File: src/rtl/acr_pkg.sv
package acr_pkg;
    typedef enum logic [1:0] {
        ST_FETCH,
        ST_EXEC,
        ST_INTR
    } acr_state_t;

    // opcode groups (upper nibble)
    localparam logic [3:0] G_MISC = 4'h0;
    localparam logic [3:0] G_LDR  = 4'h1;
    localparam logic [3:0] G_STR  = 4'h2;
    localparam logic [3:0] G_SEQ  = 4'h3;
    localparam logic [3:0] G_BIT  = 4'h4;
    localparam logic [3:0] G_BTST = 4'h5;
    localparam logic [3:0] G_IN   = 4'h6;
    localparam logic [3:0] G_OUT  = 4'h7;
    localparam logic [3:0] G_JMP  = 4'h8;
    localparam logic [3:0] G_LDI  = 4'h9;
    localparam logic [3:0] G_LDA  = 4'hA;
    localparam logic [3:0] G_LDX  = 4'hB;
    localparam logic [3:0] G_PIN  = 4'hC;
    localparam logic [3:0] G_PTST = 4'hD;
    localparam logic [3:0] G_SLE  = 4'hE;
endpackage

File: src/rtl/acr_regbank.sv
module acr_regbank #(
    parameter int DATA_W = 8,
    parameter int NREG   = 16,
    localparam int IDX_W = $clog2(NREG)
) (
    input  logic              clk,
    input  logic              rst_n,
    input  logic              we,
    input  logic [IDX_W-1:0]  waddr,
    input  logic [DATA_W-1:0] wdata,
    input  logic [IDX_W-1:0]  raddr_a,
    output logic [DATA_W-1:0] rdata_a,
    input  logic [IDX_W-1:0]  raddr_b,
    output logic [DATA_W-1:0] rdata_b
);
    logic [DATA_W-1:0] mem_q [NREG];

    for (genvar i = 0; i < NREG; i++) begin : g_reg
        always_ff @(posedge clk or negedge rst_n) begin
            if (!rst_n)
                mem_q[i] <= '0;
            else if (we && waddr == IDX_W'(i))
                mem_q[i] <= wdata;
        end
    end

    assign rdata_a = mem_q[raddr_a];
    assign rdata_b = mem_q[raddr_b];
endmodule

File: src/rtl/acr_retslot.sv
module acr_retslot #(
    parameter int W = 11
) (
    input  logic         clk,
    input  logic         rst_n,
    input  logic         load,
    input  logic [W-1:0] din,
    output logic [W-1:0] dout
);
    always_ff @(posedge clk or negedge rst_n) begin
        if (!rst_n)
            dout <= '0;
        else if (load)
            dout <= din;
    end

    // a single entry changes only when written
    p_slot_hold_r10: assert property (@(posedge clk) disable iff (!rst_n)
        !load |=> $stable(dout));
    p_slot_write_r11: assert property (@(posedge clk) disable iff (!rst_n)
        load |=> dout == $past(din));
endmodule

File: src/rtl/ioctl_core.sv
module ioctl_core
    import acr_pkg::*;
#(
    parameter int              PC_W    = 11,
    parameter int              DATA_W  = 8,
    parameter int              NREG    = 16,
    parameter int              DEV_W   = 4,
    parameter int              DCTL_W  = 8,
    parameter logic [PC_W-1:0] ISR_VEC = 11'h7F0
) (
    input  logic              clk,
    input  logic              rst_n,
    output logic [PC_W-1:0]   rom_addr,
    input  logic [DATA_W-1:0] rom_data,
    input  logic              irq,
    output logic [DEV_W-1:0]  dev_sel,
    output logic              io_rd,
    output logic              io_wr,
    output logic [DATA_W-1:0] io_dout,
    input  logic [DATA_W-1:0] io_din,
    output logic [DCTL_W-1:0] dctl_out,
    input  logic [DCTL_W-1:0] dctl_in
);
    localparam int RIDX_W = $clog2(NREG);
    localparam int BIDX_W = $clog2(DATA_W);
    localparam int PIDX_W = $clog2(DCTL_W);
    localparam int HI_W   = PC_W - DATA_W;

    acr_state_t        st_q, st_d;
    logic [PC_W-1:0]   pc_q, pc_d;
    logic [DATA_W-1:0] ir_q, ir_d;
    logic [DATA_W-1:0] acc_q, acc_d;
    logic [DCTL_W-1:0] pins_q, pins_d;
    logic              imask_q, imask_d;

    logic [3:0]        grp;
    logic [BIDX_W-1:0] bidx;
    logic [PIDX_W-1:0] pidx;
    logic [DEV_W-1:0]  dev;
    logic              skip, io_grp;
    logic              rf_we;
    logic [DATA_W-1:0] rf_wd, rd_a, rd_b;
    logic              sstk_ld, istk_ld;
    logic [PC_W-1:0]   sstk_q, istk_q;

    assign grp  = ir_q[DATA_W-1:DATA_W-4];
    assign bidx = ir_q[BIDX_W-1:0];
    assign pidx = ir_q[PIDX_W-1:0];
    assign dev  = ir_q[DEV_W-1:0];

    acr_regbank #(.DATA_W(DATA_W), .NREG(NREG)) u_regs (
        .clk     (clk),
        .rst_n   (rst_n),
        .we      (rf_we),
        .waddr   (ir_q[RIDX_W-1:0]),
        .wdata   (rf_wd),
        .raddr_a (ir_q[RIDX_W-1:0]),
        .rdata_a (rd_a),
        .raddr_b (rd_a[RIDX_W-1:0]),
        .rdata_b (rd_b)
    );

    acr_retslot #(.W(PC_W)) u_sub_slot (
        .clk (clk), .rst_n (rst_n), .load (sstk_ld),
        .din (pc_q + PC_W'(1)), .dout (sstk_q)
    );

    acr_retslot #(.W(PC_W)) u_int_slot (
        .clk (clk), .rst_n (rst_n), .load (istk_ld),
        .din (pc_q), .dout (istk_q)
    );

    // next state and datapath
    always_comb begin
        st_d    = st_q;
        pc_d    = pc_q;
        ir_d    = ir_q;
        acc_d   = acc_q;
        pins_d  = pins_q;
        imask_d = imask_q;
        rf_we   = 1'b0;
        rf_wd   = acc_q;
        sstk_ld = 1'b0;
        istk_ld = 1'b0;
        skip    = 1'b0;
        unique case (st_q)
            ST_FETCH: begin
                ir_d = rom_data;
                pc_d = pc_q + PC_W'(1);
                st_d = ST_EXEC;
            end
            ST_INTR: begin
                istk_ld = 1'b1;
                imask_d = 1'b1;
                pc_d    = ISR_VEC;
                st_d    = ST_FETCH;
            end
            ST_EXEC: begin
                st_d = (irq && !imask_q) ? ST_INTR : ST_FETCH;
                case (grp)
                    G_MISC: begin
                        case (ir_q[3:0])
                            4'h1: acc_d = acc_q + DATA_W'(1);
                            4'h2: acc_d = acc_q - DATA_W'(1);
                            4'h3: acc_d = acc_q << 1;
                            4'h4: acc_d = acc_q >> 1;
                            4'h5: acc_d = ~acc_q;
                            4'h6: pc_d  = sstk_q;
                            4'h7: begin
                                pc_d    = istk_q;
                                imask_d = 1'b0;
                            end
                            default: ;
                        endcase
                    end
                    G_LDR:  acc_d = rd_a;
                    G_STR:  rf_we = 1'b1;
                    G_SEQ:  skip  = (acc_q == rd_a);
                    G_BIT:  acc_d[bidx] = ~ir_q[3];
                    G_BTST: skip  = acc_q[bidx] ^ ir_q[3];
                    G_IN:   if (dev != '0) acc_d = io_din;
                    G_JMP: begin
                        pc_d    = {ir_q[HI_W-1:0], rom_data};
                        sstk_ld = ir_q[3];
                    end
                    G_LDI: begin
                        rf_we = 1'b1;
                        rf_wd = rom_data;
                        pc_d  = pc_q + PC_W'(1);
                    end
                    G_LDA: begin
                        acc_d = rom_data;
                        pc_d  = pc_q + PC_W'(1);
                    end
                    G_LDX:  acc_d = rd_b;
                    G_PIN:  pins_d[pidx] = ~ir_q[3];
                    G_PTST: skip = (pins_q[pidx] | dctl_in[pidx]) ^ ir_q[3];
                    G_SLE:  skip = (acc_q <= rd_a);
                    default: ;
                endcase
                if (skip)
                    pc_d = pc_q + PC_W'(2);
            end
            default: st_d = ST_FETCH;
        endcase
    end

    // state register
    always_ff @(posedge clk or negedge rst_n) begin
        if (!rst_n) begin
            st_q    <= ST_FETCH;
            pc_q    <= '0;
            ir_q    <= '0;
            acc_q   <= '0;
            pins_q  <= '0;
            imask_q <= 1'b0;
        end else begin
            st_q    <= st_d;
            pc_q    <= pc_d;
            ir_q    <= ir_d;
            acc_q   <= acc_d;
            pins_q  <= pins_d;
            imask_q <= imask_d;
        end
    end

    // outputs
    always_comb begin
        io_grp   = (st_q == ST_EXEC) && (grp == G_IN || grp == G_OUT);
        dev_sel  = io_grp ? dev : '0;
        io_rd    = io_grp && grp == G_IN  && dev != '0;
        io_wr    = io_grp && grp == G_OUT && dev != '0;
        io_dout  = acc_q;
        dctl_out = pins_q;
        rom_addr = pc_q;
    end

    p_pair_r2: assert property (@(posedge clk) disable iff (!rst_n)
        st_q == ST_FETCH |=> st_q == ST_EXEC);
    p_fetch_adv_r2: assert property (@(posedge clk) disable iff (!rst_n)
        st_q == ST_FETCH |=> pc_q == $past(pc_q) + PC_W'(1));
    p_strobe_dev_r8: assert property (@(posedge clk) disable iff (!rst_n)
        (io_rd || io_wr) |-> (dev_sel != '0 && st_q == ST_EXEC));
    p_one_strobe_r8: assert property (@(posedge clk) disable iff (!rst_n)
        $onehot0({io_rd, io_wr}));
    p_vector_r11: assert property (@(posedge clk) disable iff (!rst_n)
        st_q == ST_INTR |=> (pc_q == ISR_VEC && imask_q && st_q == ST_FETCH));
    p_boundary_r11: assert property (@(posedge clk) disable iff (!rst_n)
        st_q == ST_INTR |-> $past(st_q) == ST_EXEC);
    p_masked_r12: assert property (@(posedge clk) disable iff (!rst_n)
        st_q == ST_INTR |-> !imask_q);
endmodule

File: config.mk
export PLATFORM = sky130hd
export DESIGN_NAME = ioctl_core
export DESIGN_NICKNAME = d
export VERILOG_FILES = /design/src/rtl/acr_pkg.sv /design/src/rtl/acr_regbank.sv /design/src/rtl/acr_retslot.sv /design/src/rtl/ioctl_core.sv
export SDC_FILE = /design/constraint.sdc
export NUM_CORES = 1
export LEC_CHECK = 0
export BUFFER_PORTS_ARGS = -buffer_cell sky130_fd_sc_hd__buf_2
export CORE_ASPECT_RATIO = 1.4
export CORE_UTILIZATION = 55
export DETAILED_ROUTE_END_ITERATION = 12
export GPL_TIMING_DRIVEN = 0
export HOLD_SLACK_MARGIN = 0.05
export PLACE_DENSITY = 0.73
export SLEW_MARGIN = 25
export SYNTH_ARGS = -nofsm -noshare
export SYNTH_HDL_FRONTEND = slang
export SYNTH_SLANG_ARGS = --single-unit
File: constraint.sdc
create_clock -name clk -period 5.5 [get_ports clk]
set_input_delay 1.375 -clock clk [delete_from_list [all_inputs] [get_ports clk]]
set_output_delay 1.375 -clock clk [all_outputs]
set_load 0.03 [all_outputs]
==> impl_summary.md <==
Routing
The first routing iteration left 1270 violations. The count of antenna-violating nets left after detailed routing is 0. The number of iterations in the first detailed-routing pass is 6. The total DRC errors in the routed layout is 0. The wire length per cell after detailed routing is around 27 µm.

The vias per cell is about 6.8. The final layout contains routed wiring with a total length of roughly 44 mm. The detailed-route via count is between 10000 and 15000.

Global routing
The number of antenna violations at the first check in global routing is 0. The first global-routing pass estimated ~66 mm of wire. The via count of the first global-routing pass is 11010. Global routing used 41.14% of the available tracks across all layers.

The maximum number of pins on one net before global-route repair is between 90 and 100. After global routing the overflow that remains totals 0.

Placement
The total half-perimeter wirelength after legalization and detailed placement is between 30 and 40 mm. During placement, the flow inserted port buffers numbering 59. The area of placed instances is between 10000 and 15000 µm². The placement-stage worst setup slack is between 700 and 800 ps. The placer's final routability congestion estimate is between 0.9 and 1.

Die
The initial utilization of the core area, before any placement, comes to 55.77%. The floorplan step defined a die boundary enclosing approximately 22000 µm². After floorplanning, the core was divided into 63 placement rows.

The width of the chip is approximately 130 µm. During I/O placement, the number of pins put on the boundary was 60. The area of the placeable core is approximately 21000 µm².

The vertical die dimension is between 150 and 200 µm.

Clocking
The number of clock buffers added by TritonCTS is 17. The tree is rooted in a clkbuf_16. The insertion delay of the later-clocked pin in the worst-skew pair is between 400 and 500 ps. After clock tree synthesis, the repair step resized 0 gates. The number of hold buffers added after cts is 0. The buffer levels on the longest clock path is 2. TritonCTS built the clock tree. The H-tree generated during clock tree synthesis spans 4 levels. The number of buffers inserted to repair setup after CTS is 0. The clock slew seen by the registers of the worst setup and hold paths is ~70 ps. The clock sink count is 188.

Worst hold path
The worst hold path belongs to the class reg2reg.

Critical path
The highest cell delay on the worst timing path is between 500 and 600 ps. The endpoint kind of the worst setup timing path is a flip-flop. Together, buffers and inverters on the worst path number 7.

Walking the worst path, the cells encountered are buf_2 > buf_2 > buf_4 > buf_2 > buf_2 > mux4_2 > mux4_2 > inv_1 > ha_1 > a21o_1 > a21oi_1 > o21ai_0 > o21ai_0 > nor2_2 > buf_6 > mux2_4 > a211oi_2. The worst-path cell with the longest stage delay is mux4_2. The worst setup path is of the reg2reg kind.

The cell family contributing the most delay on the critical path is buffers and inverters. The critical path startpoint category is a flip-flop. The largest fanout of any net on the critical path is 10.

The arrival time at the worst endpoint is about 5200 ps. The worst endpoint required time is between 5000 and 6000 ps. Counting stages on the worst path, the most repeated cell is buf_2.

Power and ir drop
Across the VDD grid, the largest voltage drop is approximately 0.33 mV. The areal power density over the cells is 649.0 nW/µm². The analysis attributes to cell leakage a power of 5.762 nW. The total power consumption of the routed design is 8.495 mW.

Final layout
In the layout the commonest cells are 203 x nand2_1, 188 x dfrtp_1, 166 x o21ai_0. With fillers left out, the area of the finished cells amounts to 13090 µm². Leaving out fill and tap cells, the most frequent cell in the layout is nand2_1.

The layout has 1861 filler cells. The post-synthesis to final-layout area growth is 11.10%. The final antenna diode count is 0.

The fraction of layout cells with a size suffix above 1 is between 10% and 20%. After the last flow step, the layout net total stands at between 1000 and 1500.

STA
Setup violations remaining at the end of the flow were counted as 0. The worst-case setup margin in the final layout is around 630 ps. In the final timing run, aggregate negative setup slack is 0 ps. The worst hold slack across all endpoints is 447.9 ps. The post-route clock skew is roughly 11 ps. The final critical-path share of the clock period is ~89%.

The final hold violation count is 0. Setup repair after global routing left no endpoint under its margin. The max-slew violation total from the final report is 0. The worst path in the final design needs a cycle of 4872 ps, including I/O delays and setup.

The max-slew headroom at the worst pin is about 27%. At the pin with the least slew margin, the transition time is 1092 ps. Derived from the worst setup path, the maximum achievable clock frequency is between 200 and 250 MHz.

Synth
The cell area that synthesis handed to floorplanning was roughly 12000 µm². The share of the Yosys chip area taken by registers is 39.93%. When the netlist entered floorplanning its net count stood at roughly 1300. In this run, synthesis produced a sequential element count of 188.

The number of flops mapped to enable cells by yosys is 0. Among all flip-flop cells after synthesis, the most frequent one is dfrtp_1. The share of synthesized area in the top cell type comes to between 30 and 40%. The mean instance size in the synthesized netlist is 9.255 µm². The largest total area in the synthesized netlist belongs to dfrtp_1. By area the synthesized netlist is led by dfrtp_1 40%, mux4_2 7.1%, o21ai_0 7.1%. The total number of yosys warnings is 0. The number of unique standard cell types used by synthesis is 84. Counting flops with an async set or reset pin after synthesis yields a share of between 90% and 100%.

In the synthesized netlist, the number of instances is 1273.

Outcome
The run finished with clean final reports.

Run
The count of maximum capacitance violations is 0.
## through the flow
stage | std cells | util [%]
after detailed placement | 1595 | 59.19
after CTS | 1626 | 61.96
final | 1626 | 61.96
after global routing | 1626 | 61.96
after floorplan | 1273 | -
after global placement | 1592 | 58.71
## path summary, 6_finish.rpt
check                                    to     from  slack [ps]  cells after the start
max                             rom_addr[8]  ir_q[1]         630                     17
min reg2reg                         st_q[1]  imask_q         450                      1
min                                 st_q[1]  imask_q         450                      1
max in group asynchronous  u_regs.mem_q[15]    rst_n        3700                      3
min in group asynchronous           st_q[1]    rst_n         700                      1
max reg2reg                     rom_addr[8]  ir_q[1]         630                     17
## where the power goes
part | switching [mW] | internal [mW] | total (mW)
combinational | 3.05 | 1.79 | 4.84
clock | 0.610 | 0.641 | 1.25
sequential | 0.519 | 1.88 | 2.40
total | 4.18 | 4.32 | 8.49
## area by class of cell
type                    instances  area [µm²]  share of cell area, %
multi-input cells             960        6505                  49.70
plain buffers                  99       501.7                  3.833
inverters                      26       98.84                 0.7552
clock inverters                14       160.2                  1.224
well taps                     260       325.3                  2.485
clock buffers                  17       425.4                  3.250
repair buffers                 62       367.9                  2.810
flip-flops and latches        188        4705                  35.94
## registers in the layout (all words and copies together) (netlist names)
register	count
imask_q	1
u_int_slot.dout	11
u_regs.mem_q	128
ir_q	8
rom_addr	11
dctl_out	8
io_dout	8
st_q	2
u_sub_slot.dout	11
## cell usage after synthesis, types with 11 or more instances
cell      count
dfrtp_1     188
mux2i_1      60
a221oi_1     12
nand3_1      36
a31oi_1      16
nor2_1       77
inv_1        21
nand2b_1     11
xnor2_1      13
o21ai_0     166
buf_2        20
a21oi_1      63
ha_1         20
nor3_1       16
mux4_2       37
o211ai_1     12
clkbuf_1     57
nor2b_1      12
mux2_2       33
xor2_1       11
nand2_1     203
## cell families (layout without fill, tap and decap cells)
kind of cell,count (synthesis),count (layout),synth area share (%)
simple gates,413,413,16.00
compound gates,370,370,19.34
flops,188,188,39.93
mux,132,132,15.55
buf+inv,125,218,5.098
xor+xnor,24,24,1.784
fa+ha+maj,21,21,2.294
## per-layer routing
layer | wire, µm | global-route usage (%) | up-vias
met5 | 0 | 0 | -
met4 | 3372 | 29.88 | 0
met3 | 3462 | 7.287 | 192
met2 | 21090 | 68.77 | 668
met1 | 15880 | 47.53 | 5372
li1 | - | - | 4793
Power figures use the tool's default switching activity.
